File: src/rtl/priv_filter_pkg.sv
// Shared definitions for the privilege access filter.
// Assumes 32-bit register words and at most two policy words.
package priv_filter_pkg;
    localparam int unsigned WORD_W    = 32;
    localparam int unsigned POL_WORDS = 2;

    // Word offsets of the configuration registers inside the config slot.
    typedef enum logic [2:0] {
        CFG_POL_LO   = 3'd0,
        CFG_POL_HI   = 3'd1,
        CFG_CTRL     = 3'd2,
        CFG_FLAG     = 3'd3,
        CFG_FLAG_SET = 3'd4,
        CFG_FLAG_CLR = 3'd5,
        CFG_IEN      = 3'd6,
        CFG_FAULT_ID = 3'd7
    } cfg_reg_e;
endpackage

File: src/rtl/access_gate.sv
// Access decision and response steering.
// Decides per access whether it is blocked, forwards allowed peripheral
// accesses and answers blocked or configuration accesses itself.
// Assumes one-cycle accesses: a blocked or config access completes at once.
module access_gate
    import priv_filter_pkg::*;
#(
    parameter int unsigned NUM_SLOTS = 64,
    parameter int unsigned SLOT_W    = 6
) (
    input  logic                 clk,
    input  logic                 rst_n,
    input  logic                 m_sel,
    input  logic                 m_write,
    input  logic                 m_priv,
    input  logic [SLOT_W-1:0]    m_slot,
    input  logic [NUM_SLOTS-1:0] policy,
    input  logic                 filt_en,
    input  logic [WORD_W-1:0]    p_rdata,
    input  logic                 p_ready,
    input  logic [WORD_W-1:0]    cfg_rdata,
    output logic                 p_sel,
    output logic                 p_write,
    output logic [WORD_W-1:0]    m_rdata,
    output logic                 m_ready,
    output logic                 cfg_sel,
    output logic                 fault_evt
);
    localparam logic [SLOT_W-1:0] CFG_SLOT = SLOT_W'(NUM_SLOTS - 1);

    logic blocked;
    logic is_cfg;

    // Policy lookup: privileged-only slot hit by an unprivileged access.
    always_comb begin
        blocked = filt_en & policy[m_slot] & ~m_priv;
        is_cfg  = (m_slot == CFG_SLOT);
    end

    // Select, strobe and fault event generation.
    always_comb begin
        p_sel     = m_sel & ~blocked & ~is_cfg;
        p_write   = p_sel & m_write;
        cfg_sel   = m_sel & ~blocked & is_cfg;
        fault_evt = m_sel & blocked;
    end

    // Response steering back to the master.
    always_comb begin
        if (blocked) begin
            m_rdata = '0;
            m_ready = 1'b1;
        end else if (is_cfg) begin
            m_rdata = cfg_rdata;
            m_ready = 1'b1;
        end else begin
            m_rdata = p_rdata;
            m_ready = p_ready;
        end
    end


    disabled_pass_chk: assert property (@(posedge clk) disable iff (!rst_n)
        (m_sel && !filt_en && m_slot != CFG_SLOT) |-> p_sel);
endmodule

File: src/rtl/fault_capture.sv
// Fault flag and fault-ID capture.
// Sets the flag on a blocked access or a software set and clears it on a
// software clear. Keeps the first faulting slot while the flag stays set.
// Assumes a software clear never coincides with a fault (single master).
module fault_capture #(
    parameter int unsigned SLOT_W = 6
) (
    input  logic              clk,
    input  logic              rst_n,
    input  logic              fault_evt,
    input  logic [SLOT_W-1:0] fault_slot,
    input  logic              sw_set,
    input  logic              sw_clr,
    output logic              flag_q,
    output logic [SLOT_W-1:0] fault_id_q
);
    // Sticky fault flag with software set and clear.
    always_ff @(posedge clk) begin
        if (!rst_n)                  flag_q <= 1'b0;
        else if (sw_clr)             flag_q <= 1'b0;
        else if (fault_evt || sw_set) flag_q <= 1'b1;
    end

    // Capture the first faulting slot while the flag is clear.
    always_ff @(posedge clk) begin
        if (!rst_n)                     fault_id_q <= '0;
        else if (fault_evt && !flag_q)  fault_id_q <= fault_slot;
    end


    fault_sets_flag_chk: assert property (@(posedge clk) disable iff (!rst_n)
        fault_evt |=> flag_q);

    first_id_hold_chk: assert property (@(posedge clk) disable iff (!rst_n)
        (flag_q && !sw_clr) |=> (fault_id_q == $past(fault_id_q)));

    flag_sticky_chk: assert property (@(posedge clk) disable iff (!rst_n)
        (flag_q && !sw_clr) |=> flag_q);
endmodule

File: src/rtl/policy_regs.sv
// Configuration register file of the filter.
// Holds the policy words, the filter enable and the interrupt enable.
// Decodes the write-one set/clear strobes and serves reads of all registers.
// Assumes cfg_sel already carries the policy decision for the config slot.
module policy_regs
    import priv_filter_pkg::*;
#(
    parameter int unsigned NUM_SLOTS = 64,
    parameter int unsigned SLOT_W    = 6,
    parameter int unsigned ADDR_W    = 8
) (
    input  logic                 clk,
    input  logic                 rst_n,
    input  logic                 cfg_sel,
    input  logic                 m_write,
    input  logic [ADDR_W-1:0]    m_addr,
    input  logic [WORD_W-1:0]    m_wdata,
    input  logic                 flag_q,
    input  logic [SLOT_W-1:0]    fault_id_q,
    output logic [NUM_SLOTS-1:0] policy,
    output logic                 filt_en,
    output logic                 ien_q,
    output logic                 sw_set,
    output logic                 sw_clr,
    output logic [WORD_W-1:0]    cfg_rdata
);
    logic                        in_map;
    cfg_reg_e                    reg_idx;
    logic                        wr;
    logic [WORD_W-1:0]           pol_q [POL_WORDS];
    logic [POL_WORDS*WORD_W-1:0] pol_flat;

    // Offset decode: only the first eight words hold registers.
    always_comb begin
        in_map  = ((m_addr >> 3) == '0);
        reg_idx = cfg_reg_e'(m_addr[2:0]);
        wr      = cfg_sel & m_write & in_map;
    end

    // One register per policy word, word w at offset w.
    for (genvar w = 0; w < POL_WORDS; w++) begin : g_pol
        always_ff @(posedge clk) begin
            if (!rst_n)                          pol_q[w] <= '0;
            else if (wr && reg_idx == 3'(w))     pol_q[w] <= m_wdata;
        end
        assign pol_flat[w*WORD_W +: WORD_W] = pol_q[w];
    end
    assign policy = pol_flat[NUM_SLOTS-1:0];

    // Filter enable, on out of reset.
    always_ff @(posedge clk) begin
        if (!rst_n)                       filt_en <= 1'b1;
        else if (wr && reg_idx == CFG_CTRL) filt_en <= m_wdata[0];
    end

    // Interrupt enable, off out of reset.
    always_ff @(posedge clk) begin
        if (!rst_n)                      ien_q <= 1'b0;
        else if (wr && reg_idx == CFG_IEN) ien_q <= m_wdata[0];
    end

    // Write-one strobes toward the fault flag.
    always_comb begin
        sw_set = wr && reg_idx == CFG_FLAG_SET && m_wdata[0];
        sw_clr = wr && reg_idx == CFG_FLAG_CLR && m_wdata[0];
    end

    // Read mux of the configuration slot.
    always_comb begin
        cfg_rdata = '0;
        if (in_map) begin
            unique case (reg_idx)
                CFG_POL_LO:   cfg_rdata = pol_q[0];
                CFG_POL_HI:   cfg_rdata = pol_q[1];
                CFG_CTRL:     cfg_rdata[0] = filt_en;
                CFG_FLAG:     cfg_rdata[0] = flag_q;
                CFG_IEN:      cfg_rdata[0] = ien_q;
                CFG_FAULT_ID: cfg_rdata[SLOT_W-1:0] = fault_id_q;
                default:      cfg_rdata = '0;
            endcase
        end
    end


    blocked_cfg_keeps_en_chk: assert property (@(posedge clk) disable iff (!rst_n)
        !cfg_sel |=> $stable(filt_en) && $stable(ien_q));
endmodule

File: src/rtl/priv_filter_top.sv
// Peripheral privilege access filter, top level.
// Connects the access gate, the configuration registers and the fault
// capture, and forms the interrupt. Assumes NUM_SLOTS is 33..64, so the
// config slot lies in the high policy word.
module priv_filter_top
    import priv_filter_pkg::*;
#(
    parameter int unsigned NUM_SLOTS = 64,
    parameter int unsigned ADDR_W    = 8,
    localparam int unsigned SLOT_W   = $clog2(NUM_SLOTS)
) (
    input  logic              clk,
    input  logic              rst_n,
    input  logic              m_sel,
    input  logic              m_write,
    input  logic              m_priv,
    input  logic [SLOT_W-1:0] m_slot,
    input  logic [ADDR_W-1:0] m_addr,
    input  logic [31:0]       m_wdata,
    output logic [31:0]       m_rdata,
    output logic              m_ready,
    output logic              p_sel,
    output logic              p_write,
    output logic [SLOT_W-1:0] p_slot,
    output logic [ADDR_W-1:0] p_addr,
    output logic [31:0]       p_wdata,
    input  logic [31:0]       p_rdata,
    input  logic              p_ready,
    output logic              irq
);
    logic [NUM_SLOTS-1:0] policy;
    logic                 filt_en, ien_q, sw_set, sw_clr;
    logic                 cfg_sel, fault_evt, flag_q;
    logic [SLOT_W-1:0]    fault_id_q;
    logic [WORD_W-1:0]    cfg_rdata;

    access_gate #(.NUM_SLOTS(NUM_SLOTS), .SLOT_W(SLOT_W)) i_gate (
        .clk(clk), .rst_n(rst_n), .m_sel(m_sel), .m_write(m_write),
        .m_priv(m_priv), .m_slot(m_slot), .policy(policy), .filt_en(filt_en),
        .p_rdata(p_rdata), .p_ready(p_ready), .cfg_rdata(cfg_rdata),
        .p_sel(p_sel), .p_write(p_write), .m_rdata(m_rdata),
        .m_ready(m_ready), .cfg_sel(cfg_sel), .fault_evt(fault_evt)
    );

    policy_regs #(.NUM_SLOTS(NUM_SLOTS), .SLOT_W(SLOT_W), .ADDR_W(ADDR_W)) i_regs (
        .clk(clk), .rst_n(rst_n), .cfg_sel(cfg_sel), .m_write(m_write),
        .m_addr(m_addr), .m_wdata(m_wdata), .flag_q(flag_q),
        .fault_id_q(fault_id_q), .policy(policy), .filt_en(filt_en),
        .ien_q(ien_q), .sw_set(sw_set), .sw_clr(sw_clr), .cfg_rdata(cfg_rdata)
    );

    fault_capture #(.SLOT_W(SLOT_W)) i_fault (
        .clk(clk), .rst_n(rst_n), .fault_evt(fault_evt), .fault_slot(m_slot),
        .sw_set(sw_set), .sw_clr(sw_clr), .flag_q(flag_q),
        .fault_id_q(fault_id_q)
    );

    // Pass-through of the non-strobe request fields.
    always_comb begin
        p_slot  = m_slot;
        p_addr  = m_addr;
        p_wdata = m_wdata;
    end

    // Interrupt: pending flag masked by the enable.
    assign irq = flag_q & ien_q;


    blocked_quiet_chk: assert property (@(posedge clk) disable iff (!rst_n)
        (m_sel && filt_en && policy[m_slot] && !m_priv) |-> (!p_sel && !p_write));

    blocked_zero_chk: assert property (@(posedge clk) disable iff (!rst_n)
        (m_sel && filt_en && policy[m_slot] && !m_priv) |-> (m_ready && m_rdata == '0));

    irq_on_enable_chk: assert property (@(posedge clk) disable iff (!rst_n)
        (flag_q && !sw_clr && cfg_sel && m_write && m_addr == ADDR_W'(CFG_IEN) && m_wdata[0]) |=> irq);
endmodule

File: config.mk
export PLATFORM = sky130hd
export DESIGN_NAME = priv_filter_top
export DESIGN_NICKNAME = d
export VERILOG_FILES = /design/src/rtl/priv_filter_pkg.sv /design/src/rtl/access_gate.sv /design/src/rtl/fault_capture.sv /design/src/rtl/policy_regs.sv /design/src/rtl/priv_filter_top.sv
export SDC_FILE = /design/constraint.sdc
export NUM_CORES = 1
export LEC_CHECK = 0
export ABC_AREA = 1
export BUFFER_PORTS_ARGS = -buffer_cell sky130_fd_sc_hd__buf_2
export CAP_MARGIN = 20
export CORE_MARGIN = 8
export CORE_UTILIZATION = 42
export DETAILED_ROUTE_END_ITERATION = 12
export PLACE_DENSITY_LB_ADDON = 0.3
export SLEW_MARGIN = 20
export SYNTH_ARGS = -nofsm -noshare
export SYNTH_HDL_FRONTEND = slang
export SYNTH_SLANG_ARGS = --single-unit
File: constraint.sdc
create_clock -name clk -period 3.7 [get_ports clk]
set_clock_uncertainty 0.1 [all_clocks]
set_input_delay 0.185 -clock clk [delete_from_list [all_inputs] [get_ports clk]]
set_output_delay 0.185 -clock clk [all_outputs]
set_load 0.005 [all_outputs]
==> reports/qor_table.md <==
| Quantity | This run | Unit |
|---|---|---|
| Buffers plus inverters on the worst setup path | 5 | - |
| Number of nets in the synthesized netlist | 678 | - |
| RSZ-0062 raised after global routing | false | - |
| Cts bufs inserted | 9 | - |
| Run status | finished, final reports clean | - |
| RePlAce Congestion | 0.883 | - |
| Total Negative Setup Slacks | 0 | ps |
| Util after Layout | 49.6 | % |
| Multiplexer area fraction after synthesis | 0 | % |
| Largest cells by area after synthesis | sky130_fd_sc_hd__edfxtp_1 37%, sky130_fd_sc_hd__nor3_2 11%, sky130_fd_sc_hd__nand2_1 7.8% | - |
| Cell row count | 40 | - |
| Die height | 127 | um |
| CP max stage cell | sky130_fd_sc_hd__buf_2 | - |
| Kind of critical path | input pin to output port | - |
| Post-synthesis simple-gate area fraction | 32.5 | % |
| Critical Path End Type | output port | - |
| Parity-gate share of the synthesized area counting xor and xnor cells | 0 | % |
| Initial core utilization | 43.0 | % |
| Compound-cell area share of the yosys netlist | 10.8 | % |
| Vias after detailed routing | 4569 | - |
| Layout Area Growth over Synthesis | 15.3 | % |
| Max transition margin | 38.8 | % |
| Die extent in x | 127 | um |
| # Post-CTS Setup Buffers | 0 | - |
| Total congestion overflow after global routing | 0 | - |
| Synthesized area per cell | 8.65 | sq um |
| Share of the synthesized area in the top cell type | 37.4 | % |
| Number of storage elements in the synthesis netlist | 73 | - |
| Final-stage net count | 782 | - |
| PwrDens | 352 | mW/mm^2 |
| Total detailed-routing wirelength | 14.9 | mm |
| Launching point of the worst reg2reg path | i_regs.pol_q[1][10] | - |
| Classification of the worst-slack hold path | input pin to flop | - |
| Fraction of layout cells with a size suffix above 1 | 36.8 | % |
| Clk sink count | 73 | - |
| Gate count of the mapped netlist | 594 | - |
| CP dominant cell by count | sky130_fd_sc_hd__nand3_1 | - |
| Diode count | 0 | - |
| Detailed Routing Iterations Pass 1 | 5 | - |
| GRT Total Usage | 18.5 | % |
| Leakage power total | 0.00268 | uW |
| Worst hold start | m_wdata[0] | - |
| Clock tree from TritonCTS | yes | - |
| Hold Path Stages | 3 | - |
| Depth of the worst register-to-register path | 12 | - |
| Share of synthesized cell area in full adder, half adder and majority cells | 0 | % |
| DRC violations left | 0 | - |
| Kind of cell with the highest combined delay on the critical path | buffers and inverters | - |
| Latest clock arrival within the worst-skew pair | 330 | ps |
| Die outline area | 0.0160 | sq mm |
| Drt via density | 5.38 | - |
| Final ANT Viol Nets | 0 | - |
| Crit-path cells | buf_2, clkinv_2, nand3_1, nand3_1, nand2_1, nand2_1, nand3_1, nand3_1, nand2_2, nand2_1, inv_2, buf_4, nor2_1, buf_2 | - |
| Number of gates on the worst path with buffers counted | 14 | - |
| Number of top-level design ports | 166 | - |
| Largest net degree at the start of global routing | 47 | - |
| Cell area after synthesis | 0.00514 | sq mm |
| Wire length of the first global-routing pass | 23.9 | mm |
| Floorplan core area | 0.0120 | sq mm |
| H-tree levels | 3 | - |
| Most common cell after layout, fill and taps aside | sky130_fd_sc_hd__buf_2 | - |
| First DRT Iteration DRCs | 340 | - |
| Peak supply drop | 0.160 | mV |
| Detailed-placement wirelength estimate | 10.9 | mm |
| CP startpoint kind | input pin | - |
| Number of warnings reported in the yosys synthesis log | 0 | - |
| Crit path DAT | 2650 | ps |
| Max-slew violation total from the final report | 0 | - |
| Share of the clock period used by the worst path | 79.3 | % |
| Highest cell delay on the worst timing path | 340 | ps |
| Detail-routed net length per standard cell | 17.5 | um |
| Design Power | 2090 | uW |
| Required time of the worst setup path | 3410 | ps |
| Total of hold buffers inserted after clock tree synthesis | 0 | - |
| Port bufs | 165 | - |
| Critical path origin | m_slot[1] | - |
| Largest area contributor in the netlist | sky130_fd_sc_hd__edfxtp_1 | - |
| Maximum clock frequency | 341 | MHz |
| Number of antenna violations at the first check in global routing | 0 | - |
| Hold violation total from the final report | 0 | - |
| Number of buffers between clock root and the deepest sink | 2 | - |
| Final setup vio count | 0 | - |
| Max-cap violations | 0 | - |
| Sequential-to-total area share from yosys stat | 40.9 | % |
| Transition at the pin with the smallest max-transition slack | 913 | ps |
| Library cells used by synthesis | 31 | - |
| Resized cells post-CTS | 0 | - |
| Combinational family with the most area after synthesis | simple AND/OR/NAND/NOR gates | - |
| Register clock-pin slew on the reported worst setup and hold paths | 60 | ps |
| Clock root buffer | sky130_fd_sc_hd__clkbuf_16 | - |
| Minimum clock period | 2930 | ps |
| Vias in the first global route | 4643 | - |
| Commonest cells after routing, fill and taps aside | 165 x sky130_fd_sc_hd__buf_2, 107 x sky130_fd_sc_hd__nand2_1, 64 x sky130_fd_sc_hd__edfxtp_1, 61 x sky130_fd_sc_hd__nand3_1, 58 x sky130_fd_sc_hd__nor3_2 | - |
| Max Fanout on Critical Path | 20 | - |
[logic make-up after synthesis]
logic type,count (synthesis)
AOI/OAI and AO/OA,72
buffers and inverters,142
DFF,73
and+or+nand+nor,307
[flip-flops by register name (all words and copies together) (netlist names)]
| register | cells |
|---|---|
| i_fault.fault_id_q | 6 |
| i_fault.flag_q | 1 |
| i_regs.filt_en | 1 |
| i_regs.pol_q | 64 |
| i_regs.ien_q | 1 |
[stage by stage]
step           area [sq um]  instances  setup WS [ps]  hold WS, ps
2_1_floorplan          5140        594            992          220
3_3_place_gp           5650        834            915          373
3_5_place_dp           5650        834            824          385
4_1_cts                5930        850            804         41.1
5_1_grt                5930        850            540         51.5
6_report               5930        850            766         49.4
[cells in the mapped netlist, drive strengths merged]
master,instances
nand2,108
nor3,72
buf,69
edfxtp,64
nand3,63
nor2,55
inv,54
a22oi,28
a22o,27
clkbuf,16
dfxtp,9
a21oi,7
o21ai,6
nand4,5
clkinv,3
nor4,2
a21boi,1
a221oi,1
a311oi,1
and2,1
and3,1
o211ai,1
[worst reg2reg max path, delay by kind of cell (launching register included)]
family	cells	cell delay [ps]
compound gates	1	270
buf+inv	1	300
flops	1	410
simple gates	10	1210
[where the power goes]
part,internal (uW),total (uW),switching [uW]
sequential,921,938,16.7
clock,489,805,316
combinational,133,344,211
total,1540,2090,543
[final timing paths]
kind	end	slack, ps
hold reg to reg	i_regs.filt_en	410
hold / removal	i_regs.ien_q	50
setup reg to reg	i_regs.pol_q[1][10]	1070
setup / recovery	m_rdata[13]	770
[routing by layer]
| metal | share of wire [%] | vias up | global-route usage (%) |
|---|---|---|---|
| li1 | - | 2209 | - |
| met3 | 8.2 | 22 | 5.28 |
| met2 | 46 | 220 | 31.0 |
| met1 | 44 | 2118 | 22.7 |
| met4 | 1.7 | 0 | 5.45 |
| met5 | 0 | - | 0 |
[area by class of cell]
type,instances,area (sq um)
repair buffers,178,923
clock buffers,15,268
multi-input cells,379,2230
well taps,147,184
fillers,1136,6030
clock inverters,1,3.75
inverters,57,219
flip-flops and latches,73,2100
Power figures use the tool's default switching activity.
